===== src/rtl/rng_pkg.sv =====
package rng_pkg;
  localparam int unsigned OFS_CTRL = 0;
  localparam int unsigned OFS_STAT = 4;
  localparam int unsigned OFS_DATA = 8;

  localparam int unsigned EN_BIT     = 2;
  localparam int unsigned IE_BIT     = 3;
  localparam int unsigned CFG_LSB    = 4;
  localparam int unsigned CFG_MSB    = 29;
  localparam int unsigned CRST_BIT   = 30;
  localparam int unsigned CEDOFF_BIT = 5;
  localparam int unsigned DIV_LSB    = 16;
  localparam int unsigned DIV_W      = 4;
  localparam int unsigned CFG_W      = CFG_MSB - CFG_LSB + 1;

  localparam int unsigned ST_CLK_STICKY  = 5;
  localparam int unsigned ST_SEED_STICKY = 6;

  typedef enum logic [1:0] {CR_IDLE, CR_HELD, CR_DRAIN} crState_t;

  typedef struct packed {
    logic             runEn;
    logic             flush;
    logic             pop;
    logic [DIV_W-1:0] divExp;
  } dpStrobe_t;
endpackage


===== src/rtl/rng_datapath.sv =====
module rng_datapath import rng_pkg::*; #(
  parameter int unsigned DEPTH = 4,
  parameter logic [31:0] SEED  = 32'hACE1_2468,
  parameter logic [31:0] TAPS  = 32'h8020_0003,
  localparam int unsigned CNT_W = $clog2(DEPTH + 1),
  localparam int unsigned PTR_W = (DEPTH > 1) ? $clog2(DEPTH) : 1,
  localparam int unsigned PRE_W = 1 << DIV_W
) (
  input  logic             clk,
  input  logic             rstN,
  input  dpStrobe_t        strobe,
  output logic [31:0]      head,
  output logic [CNT_W-1:0] count
);
  logic [31:0]      mem [DEPTH];
  logic [PTR_W-1:0] rdPtr, wrPtr;
  logic [31:0]      lfsr;
  logic [PRE_W-1:0] pre, preLimit;
  logic             tick, push, popOk;

  assign preLimit = (PRE_W'(1) << strobe.divExp) - PRE_W'(1);
  assign tick     = strobe.runEn && (pre == preLimit);
  assign push     = tick && (count < CNT_W'(DEPTH)) && !strobe.flush;
  assign popOk    = strobe.pop && (count != '0) && !strobe.flush;
  assign head     = mem[rdPtr];

  function automatic logic [PTR_W-1:0] ptrInc(input logic [PTR_W-1:0] p);
    return (p == PTR_W'(DEPTH - 1)) ? '0 : p + PTR_W'(1);
  endfunction

  always_ff @(posedge clk or negedge rstN) begin
    if (!rstN) pre <= '0;
    else if (!strobe.runEn || tick) pre <= '0;
    else pre <= pre + PRE_W'(1);
  end

  always_ff @(posedge clk or negedge rstN) begin
    if (!rstN) begin
      lfsr  <= SEED;
      rdPtr <= '0;
      wrPtr <= '0;
      count <= '0;
    end else if (strobe.flush) begin
      rdPtr <= '0;
      wrPtr <= '0;
      count <= '0;
    end else begin
      if (push) begin
        wrPtr <= ptrInc(wrPtr);
        lfsr  <= (lfsr >> 1) ^ (lfsr[0] ? TAPS : 32'h0);
      end
      if (popOk) rdPtr <= ptrInc(rdPtr);
      count <= count + CNT_W'(push) - CNT_W'(popOk);
    end
  end

  generate
    for (genvar i = 0; i < DEPTH; i++) begin : g_slot
      always_ff @(posedge clk) begin
        if (push && wrPtr == PTR_W'(i)) mem[i] <= lfsr;
      end
    end
  endgenerate
endmodule


===== src/rtl/rng_ctrl.sv =====
module rng_ctrl import rng_pkg::*; #(
  parameter int unsigned ADDR_W       = 4,
  parameter int unsigned DEPTH        = 4,
  parameter int unsigned RST_CYCLES   = 8,
  parameter bit          AUTO_RECOVER = 1'b0,
  localparam int unsigned CNT_W = $clog2(DEPTH + 1),
  localparam int unsigned RC_W  = $clog2(RST_CYCLES + 1)
) (
  input  logic              clk,
  input  logic              rstN,
  input  logic              wrEn,
  input  logic              rdEn,
  input  logic [ADDR_W-1:0] addr,
  input  logic [31:0]       wrData,
  output logic [31:0]       rdData,
  input  logic              seedErrInj,
  input  logic              clkErrInj,
  output logic              irq,
  input  logic [31:0]       head,
  input  logic [CNT_W-1:0]  count,
  output dpStrobe_t         strobe,
  output logic              busy,
  output logic              liveSeed
);
  crState_t         crState;
  logic [RC_W-1:0]  rcCnt;
  logic [CFG_W-1:0] cfg;
  logic             enBit, ieBit;
  logic             liveClk, stickyClk, stickySeed;
  logic             ctrlWr, statWr, dataSel, ctrlSel, statSel;
  logic             cedOff, drdy, seedHit, clkHit, autoDone;
  logic             unusedWr;

  assign ctrlSel  = addr == ADDR_W'(OFS_CTRL);
  assign statSel  = addr == ADDR_W'(OFS_STAT);
  assign dataSel  = addr == ADDR_W'(OFS_DATA);
  assign ctrlWr   = wrEn && ctrlSel;
  assign statWr   = wrEn && statSel;
  assign unusedWr = ^{wrData[31], wrData[1:0]};

  assign busy    = crState != CR_IDLE;
  assign cedOff  = cfg[CEDOFF_BIT - CFG_LSB];
  assign seedHit = seedErrInj && !busy;
  assign clkHit  = clkErrInj && !cedOff;
  assign drdy    = (count != '0) && !liveSeed;

  assign strobe.runEn  = enBit && !busy && !liveSeed;
  assign strobe.flush  = busy || autoDone;
  assign strobe.pop    = rdEn && dataSel && drdy;
  assign strobe.divExp = cfg[DIV_LSB - CFG_LSB +: DIV_W];

  assign irq = ieBit && (drdy || stickyClk || stickySeed);

  always_comb begin
    rdData = 32'h0;
    if (ctrlSel)
      rdData = {1'b0, busy, cfg, ieBit, enBit, 2'b00};
    else if (statSel)
      rdData = {25'h0, stickySeed, stickyClk, 2'b00, liveSeed, liveClk, drdy};
    else if (dataSel)
      rdData = drdy ? head : 32'h0;
  end

  // subsystem reset sequencer and protected configuration
  always_ff @(posedge clk or negedge rstN) begin
    if (!rstN) begin
      crState <= CR_IDLE;
      rcCnt   <= '0;
      cfg     <= '0;
      enBit   <= 1'b0;
      ieBit   <= 1'b0;
    end else begin
      if (ctrlWr) begin
        enBit <= wrData[EN_BIT];
        ieBit <= wrData[IE_BIT];
      end
      if (ctrlWr && wrData[CRST_BIT]) begin
        crState <= CR_HELD;
        cfg     <= wrData[CFG_MSB:CFG_LSB];
      end else if (ctrlWr && crState == CR_HELD) begin
        crState <= CR_DRAIN;
        rcCnt   <= RC_W'(RST_CYCLES);
      end else if (crState == CR_DRAIN) begin
        if (rcCnt <= RC_W'(1)) crState <= CR_IDLE;
        else rcCnt <= rcCnt - RC_W'(1);
      end
    end
  end

  // fault flags
  always_ff @(posedge clk or negedge rstN) begin
    if (!rstN) begin
      liveClk    <= 1'b0;
      stickyClk  <= 1'b0;
      liveSeed   <= 1'b0;
      stickySeed <= 1'b0;
    end else begin
      liveClk <= clkHit;
      if (clkHit) stickyClk <= 1'b1;
      else if (statWr && !wrData[ST_CLK_STICKY]) stickyClk <= 1'b0;

      if (seedHit) stickySeed <= 1'b1;
      else if (statWr && !wrData[ST_SEED_STICKY]) stickySeed <= 1'b0;

      if (busy) liveSeed <= 1'b0;
      else if (seedErrInj) liveSeed <= 1'b1;
      else if (autoDone) liveSeed <= 1'b0;
    end
  end

  generate
    if (AUTO_RECOVER) begin : g_auto
      logic [RC_W-1:0] recCnt;
      assign autoDone = liveSeed && !seedHit && !busy && (recCnt == RC_W'(1));
      always_ff @(posedge clk or negedge rstN) begin
        if (!rstN) recCnt <= '0;
        else if (seedHit) recCnt <= RC_W'(RST_CYCLES);
        else if (liveSeed && recCnt != '0) recCnt <= recCnt - RC_W'(1);
      end
    end else begin : g_manual
      assign autoDone = 1'b0;
    end
  endgenerate
endmodule


===== src/rtl/rng_top.sv =====
module rng_top import rng_pkg::*; #(
  parameter int unsigned ADDR_W       = 4,
  parameter int unsigned DEPTH        = 4,
  parameter int unsigned RST_CYCLES   = 8,
  parameter bit          AUTO_RECOVER = 1'b0,
  parameter logic [31:0] SEED         = 32'hACE1_2468
) (
  input  logic              clk,
  input  logic              rstN,
  input  logic              wrEn,
  input  logic              rdEn,
  input  logic [ADDR_W-1:0] addr,
  input  logic [31:0]       wrData,
  output logic [31:0]       rdData,
  input  logic              seedErrInj,
  input  logic              clkErrInj,
  output logic              irq
);
  localparam int unsigned CNT_W = $clog2(DEPTH + 1);

  dpStrobe_t        strobe;
  logic [31:0]      head;
  logic [CNT_W-1:0] fifoCount;
  logic             busy, liveSeed;

  rng_ctrl #(.ADDR_W(ADDR_W), .DEPTH(DEPTH), .RST_CYCLES(RST_CYCLES),
             .AUTO_RECOVER(AUTO_RECOVER)) u_ctrl (
    .clk(clk), .rstN(rstN), .wrEn(wrEn), .rdEn(rdEn), .addr(addr),
    .wrData(wrData), .rdData(rdData), .seedErrInj(seedErrInj),
    .clkErrInj(clkErrInj), .irq(irq), .head(head), .count(fifoCount),
    .strobe(strobe), .busy(busy), .liveSeed(liveSeed)
  );

  rng_datapath #(.DEPTH(DEPTH), .SEED(SEED)) u_dp (
    .clk(clk), .rstN(rstN), .strobe(strobe), .head(head), .count(fifoCount)
  );
endmodule


===== config.mk =====
export PLATFORM = sky130hd
export DESIGN_NAME = rng_top
export DESIGN_NICKNAME = d
export VERILOG_FILES = /design/src/rtl/rng_pkg.sv /design/src/rtl/rng_datapath.sv /design/src/rtl/rng_ctrl.sv /design/src/rtl/rng_top.sv
export SDC_FILE = /design/constraint.sdc
export NUM_CORES = 1
export LEC_CHECK = 0
export CORE_MARGIN = 3
export CORE_UTILIZATION = 35
export CTS_BUF_LIST = sky130_fd_sc_hd__clkbuf_16
export DETAILED_ROUTE_END_ITERATION = 10
export GPL_ROUTABILITY_DRIVEN = 0
export SLEW_MARGIN = 40
export SYNTH_ARGS = -nofsm -noshare
export SYNTH_HDL_FRONTEND = slang
export SYNTH_SLANG_ARGS = --single-unit
export TNS_END_PERCENT = 5

===== constraint.sdc =====
create_clock -name clk -period 6.1 [get_ports clk]
set_input_delay 1.22 -clock clk [delete_from_list [all_inputs] [get_ports clk]]
set_output_delay 1.22 -clock clk [all_outputs]
set_load 0.01 [all_outputs]

==> impl_metrics.env <==
export IMPL_hold_class="reg -> reg"
export IMPL_finalCritPeriodShare_pct=77.34
export IMPL_synth_nets=666
export IMPL_ys_async_sr_fraction_pct=42.08
export IMPL_start_util_pct=36.10
export IMPL_synthFlopType="edfxtp_1"
export IMPL_h_tree_depth=1
export IMPL_area_growth_pct=20.34
export IMPL_startpoint_type="primary input"
export IMPL_instances_no_fill=1046
export IMPL_cts_resized_gates=0
export IMPL_die_x_um=171.1
export IMPL_rsz0062_at_grt="no"
export IMPL_hold_buffers=0
export IMPL_crit_top_cell="clkdlybuf4s50_1"
export IMPL_ys_seq_area_share_pct=64.84
export IMPL_grt_use_total_pct=13.79
export IMPL_drtIter0Drc=279
export IMPL_timing_fmax_ghz=0.2120
export IMPL_seq_area_um2=6190
export IMPL_port_buffers=71
export IMPL_cts_tree="yes"
export IMPL_clk_path_buf_depth=3
export IMPL_final_util_pct=43.45
export IMPL_diodes=0
export IMPL_worstPathMaxFanout=17
export IMPL_cts_root_buf="clkbuf_16"
export IMPL_ir_drop_uv=153.6
export IMPL_p_clk_share_pct=43.2
export IMPL_rows=59
export IMPL_critPathBufInv=3
export IMPL_fill_cells=2350
export IMPL_top_usage_layer="met2"
export IMPL_cap_viol_max_count=0
export IMPL_setup_tns_final_ns=0
export IMPL_setup_viol=0
export IMPL_final_common_cell="edfxtp_1"
export IMPL_hpwl_um=12690
export IMPL_p_sw_share_pct=22.96
export IMPL_worst_setup_path_end_kind="output pin"
export IMPL_grt_pass1_wl_um=32020
export IMPL_ys_types=60
export IMPL_critPathKind="in -> out"
export IMPL_stdcell_area_um2=11480
export IMPL_intPower_uw=2629
export IMPL_worstPathArrival_ns=3.50
export IMPL_max_slew_margin_pct=45.23
export IMPL_power_leakage_uw=0.004541
export IMPL_syn_area_per_cell_um2=15.59
export IMPL_worstPathRequired_ns=4.88
export IMPL_hold_viol_final=0
export IMPL_cts_setup_buffers=0
export IMPL_drive_gt1_share_pct=22.36
export IMPL_dpl_instance_area_um2=10640
export IMPL_pwr_share_seq_pct=49.0
export IMPL_power_per_cell_area_nw_per_um2=297.2
export IMPL_final_cell_mix="edfxtp_1, dfrtp_1, clkdlybuf4s50_1, nor2_1, mux4_2"
export IMPL_clk_pin_slew_ns=0.06
export IMPL_routed_wl_um=19740
export IMPL_globalRouteMet2Util_pct=23.39
export IMPL_synth_cells=612
export IMPL_cp_cell_sequence="clkdlybuf4s50_1, nor3_1, and3_1, buf_4, a22o_1, clkdlybuf4s50_1"
export IMPL_worst_pin_slew_ns=0.8193
export IMPL_ys_warn_count=0
export IMPL_ys_ff_latch=221
export IMPL_multi_input_area_um2=3136
export IMPL_critical_path_slowest_cell="clkdlybuf4s50_1"
export IMPL_core_um2=26430
export IMPL_antenna_left=0
export IMPL_wire_per_inst_um=18.88
export IMPL_rrSetupSlack_ns=1.55
export IMPL_final_nets=746
export IMPL_path_delay_family="buffers and inverters"
export IMPL_gr_total_overflow=0
export IMPL_clock_sinks=221
export IMPL_fin_skew_ns=0.008987
export IMPL_ioPinCount=75
export IMPL_vias_per_cell=5.179
export IMPL_grt_pass1_vias=5733
export IMPL_grt_use_met1_pct=18.75
export IMPL_dr_pass1_iters=5
export IMPL_clk_latency_ns=0.52
export IMPL_die_area_um2=29280
export IMPL_netlist_area_um2=9542
export IMPL_comb_power_share_pct=7.8
export IMPL_cpPeakStageDelay_ns=0.58
export IMPL_status="complete, no violations"
export IMPL_die_y_um=171.1
export IMPL_synth_edf_count=128
export IMPL_switchingPower_uw=783.4
export IMPL_final_min_clock_period_ns=4.718
export IMPL_post_route_drc_count=0
export IMPL_finalMaxSlewViolations=0
export IMPL_antenna_found_initial=0
export IMPL_grt_util_met3_pct=1.848
export IMPL_cts_buffers=25
export IMPL_via_count=5417
export IMPL_grt_max_degree=57
export IMPL_dp_cells=999
-- metal layers --
layer / wire length [um] / share of wire, %
met1: 8795 / 45
met2: 9772 / 49
met3: 769 / 3.9
met4: 407 / 2.1
met5: 0 / 0
-- synth_stat cells (all sizes together), types with 4 or more instances --
cell	number	area share [%]
dfrtp	80	21
xor2	16	1.5
edfxtp	128	40
nand4	5	0.33
inv	21	0.83
nand2	24	0.94
o21ai	16	0.84
nor2	39	1.5
mux2	59	7.5
a22oi	4	0.31
nand2b	6	0.39
a21oi	11	0.58
and3	6	0.39
nor3	8	0.47
and2	4	0.26
and4	4	0.39
dfstp	13	3.6
xnor2	8	0.73
nor2b	7	0.46
buf	17	1.2
ha	11	1.4
a22o	26	2.4
nand3	13	0.68
clkbuf	16	0.63
mux4	32	7.6
nor4b	4	0.37
-- cells by family (layout without fill, tap and decap cells) --
kind of cell / count (synthesis) / count (layout) / synth area share [%]
fa+ha+maj: 12 / 12 / 1.652
flops: 221 / 221 / 64.84
buf+inv: 54 / 153 / 2.675
compound gates: 75 / 75 / 6.124
mux: 94 / 94 / 15.34
xor+xnor: 24 / 24 / 2.203
simple gates: 132 / 132 / 7.160
-- area by class of cell --
class                   instances  area share, %
flip-flops and latches        221          53.91
multi-input cells             337          27.31
repair buffers                 86          7.246
clock buffers                  25          5.448
well taps                     335          3.650
clock inverters                21          1.754
inverters                      21         0.6865
-- worst reg2reg max path: cells and delay by family, from the launching register on --
| family | cells | cell delay, ns |
|---|---|---|
| buffers and inverters | 2 | 0.63 |
| AO/OA/AOI/OAI | 1 | 0.41 |
| flip-flops | 1 | 0.74 |
| AND/OR/NAND/NOR | 6 | 2.06 |
| adder cells (fa/ha/maj) | 1 | 0.37 |
-- flip-flops by register name (all words and copies together) (netlist names), 2 cells and up --
register and flops:
u_dp.count 3, u_dp.lfsr 32, u_dp.pre 16, u_dp.rdPtr 2, u_dp.wrPtr 2, u_ctrl.rcCnt 4, u_ctrl.cfg 26, u_dp.mem 128
u_ctrl.crState 2
-- final timing paths --
check / depth (start not counted) / to / startpoint
setup / recovery: 6 / rdData[30] / addr[2]
hold / removal: 1 / u_ctrl.liveClk$_DFF_PN0_ / u_ctrl.cfg[1]$_DFFE_PN0P_
hold reg to reg: 1 / u_ctrl.liveClk$_DFF_PN0_ / u_ctrl.cfg[1]$_DFFE_PN0P_
min in group asynchronous: 1 / u_dp.lfsr[14]$_DFFE_PN0P_ / rstN
setup reg to reg: 10 / u_dp.mem[3][15]$_DFFE_PP_ / u_ctrl.cfg[15]$_DFFE_PN0P_
max in group asynchronous: 2 / u_dp.rdPtr[0]$_DFFE_PN0P_ / rstN
-- power by group through the flow --
stage	Clock (uW)	Sequential (uW)	Combinational, uW
2_1_floorplan	0	1670	204
3_3_place_gp	0	1690	259
3_5_place_dp	0	1700	265
4_1_cts	1520	1670	267
5_1_grt	1570	1680	299
6_report	1470	1670	267
-- per-stage QoR --
step,hold WS [ns],total power [uW],setup WS [ns]
2_1_floorplan,0.4266,1871,1.868
3_3_place_gp,0.4676,1952,0.9925
3_5_place_dp,0.4839,1964,1.370
4_1_cts,0.4920,3451,1.362
5_1_grt,0.5215,3550,1.127
6_report,0.4919,3412,1.382
No activity file was read; power rests on OpenSTA's default activity.
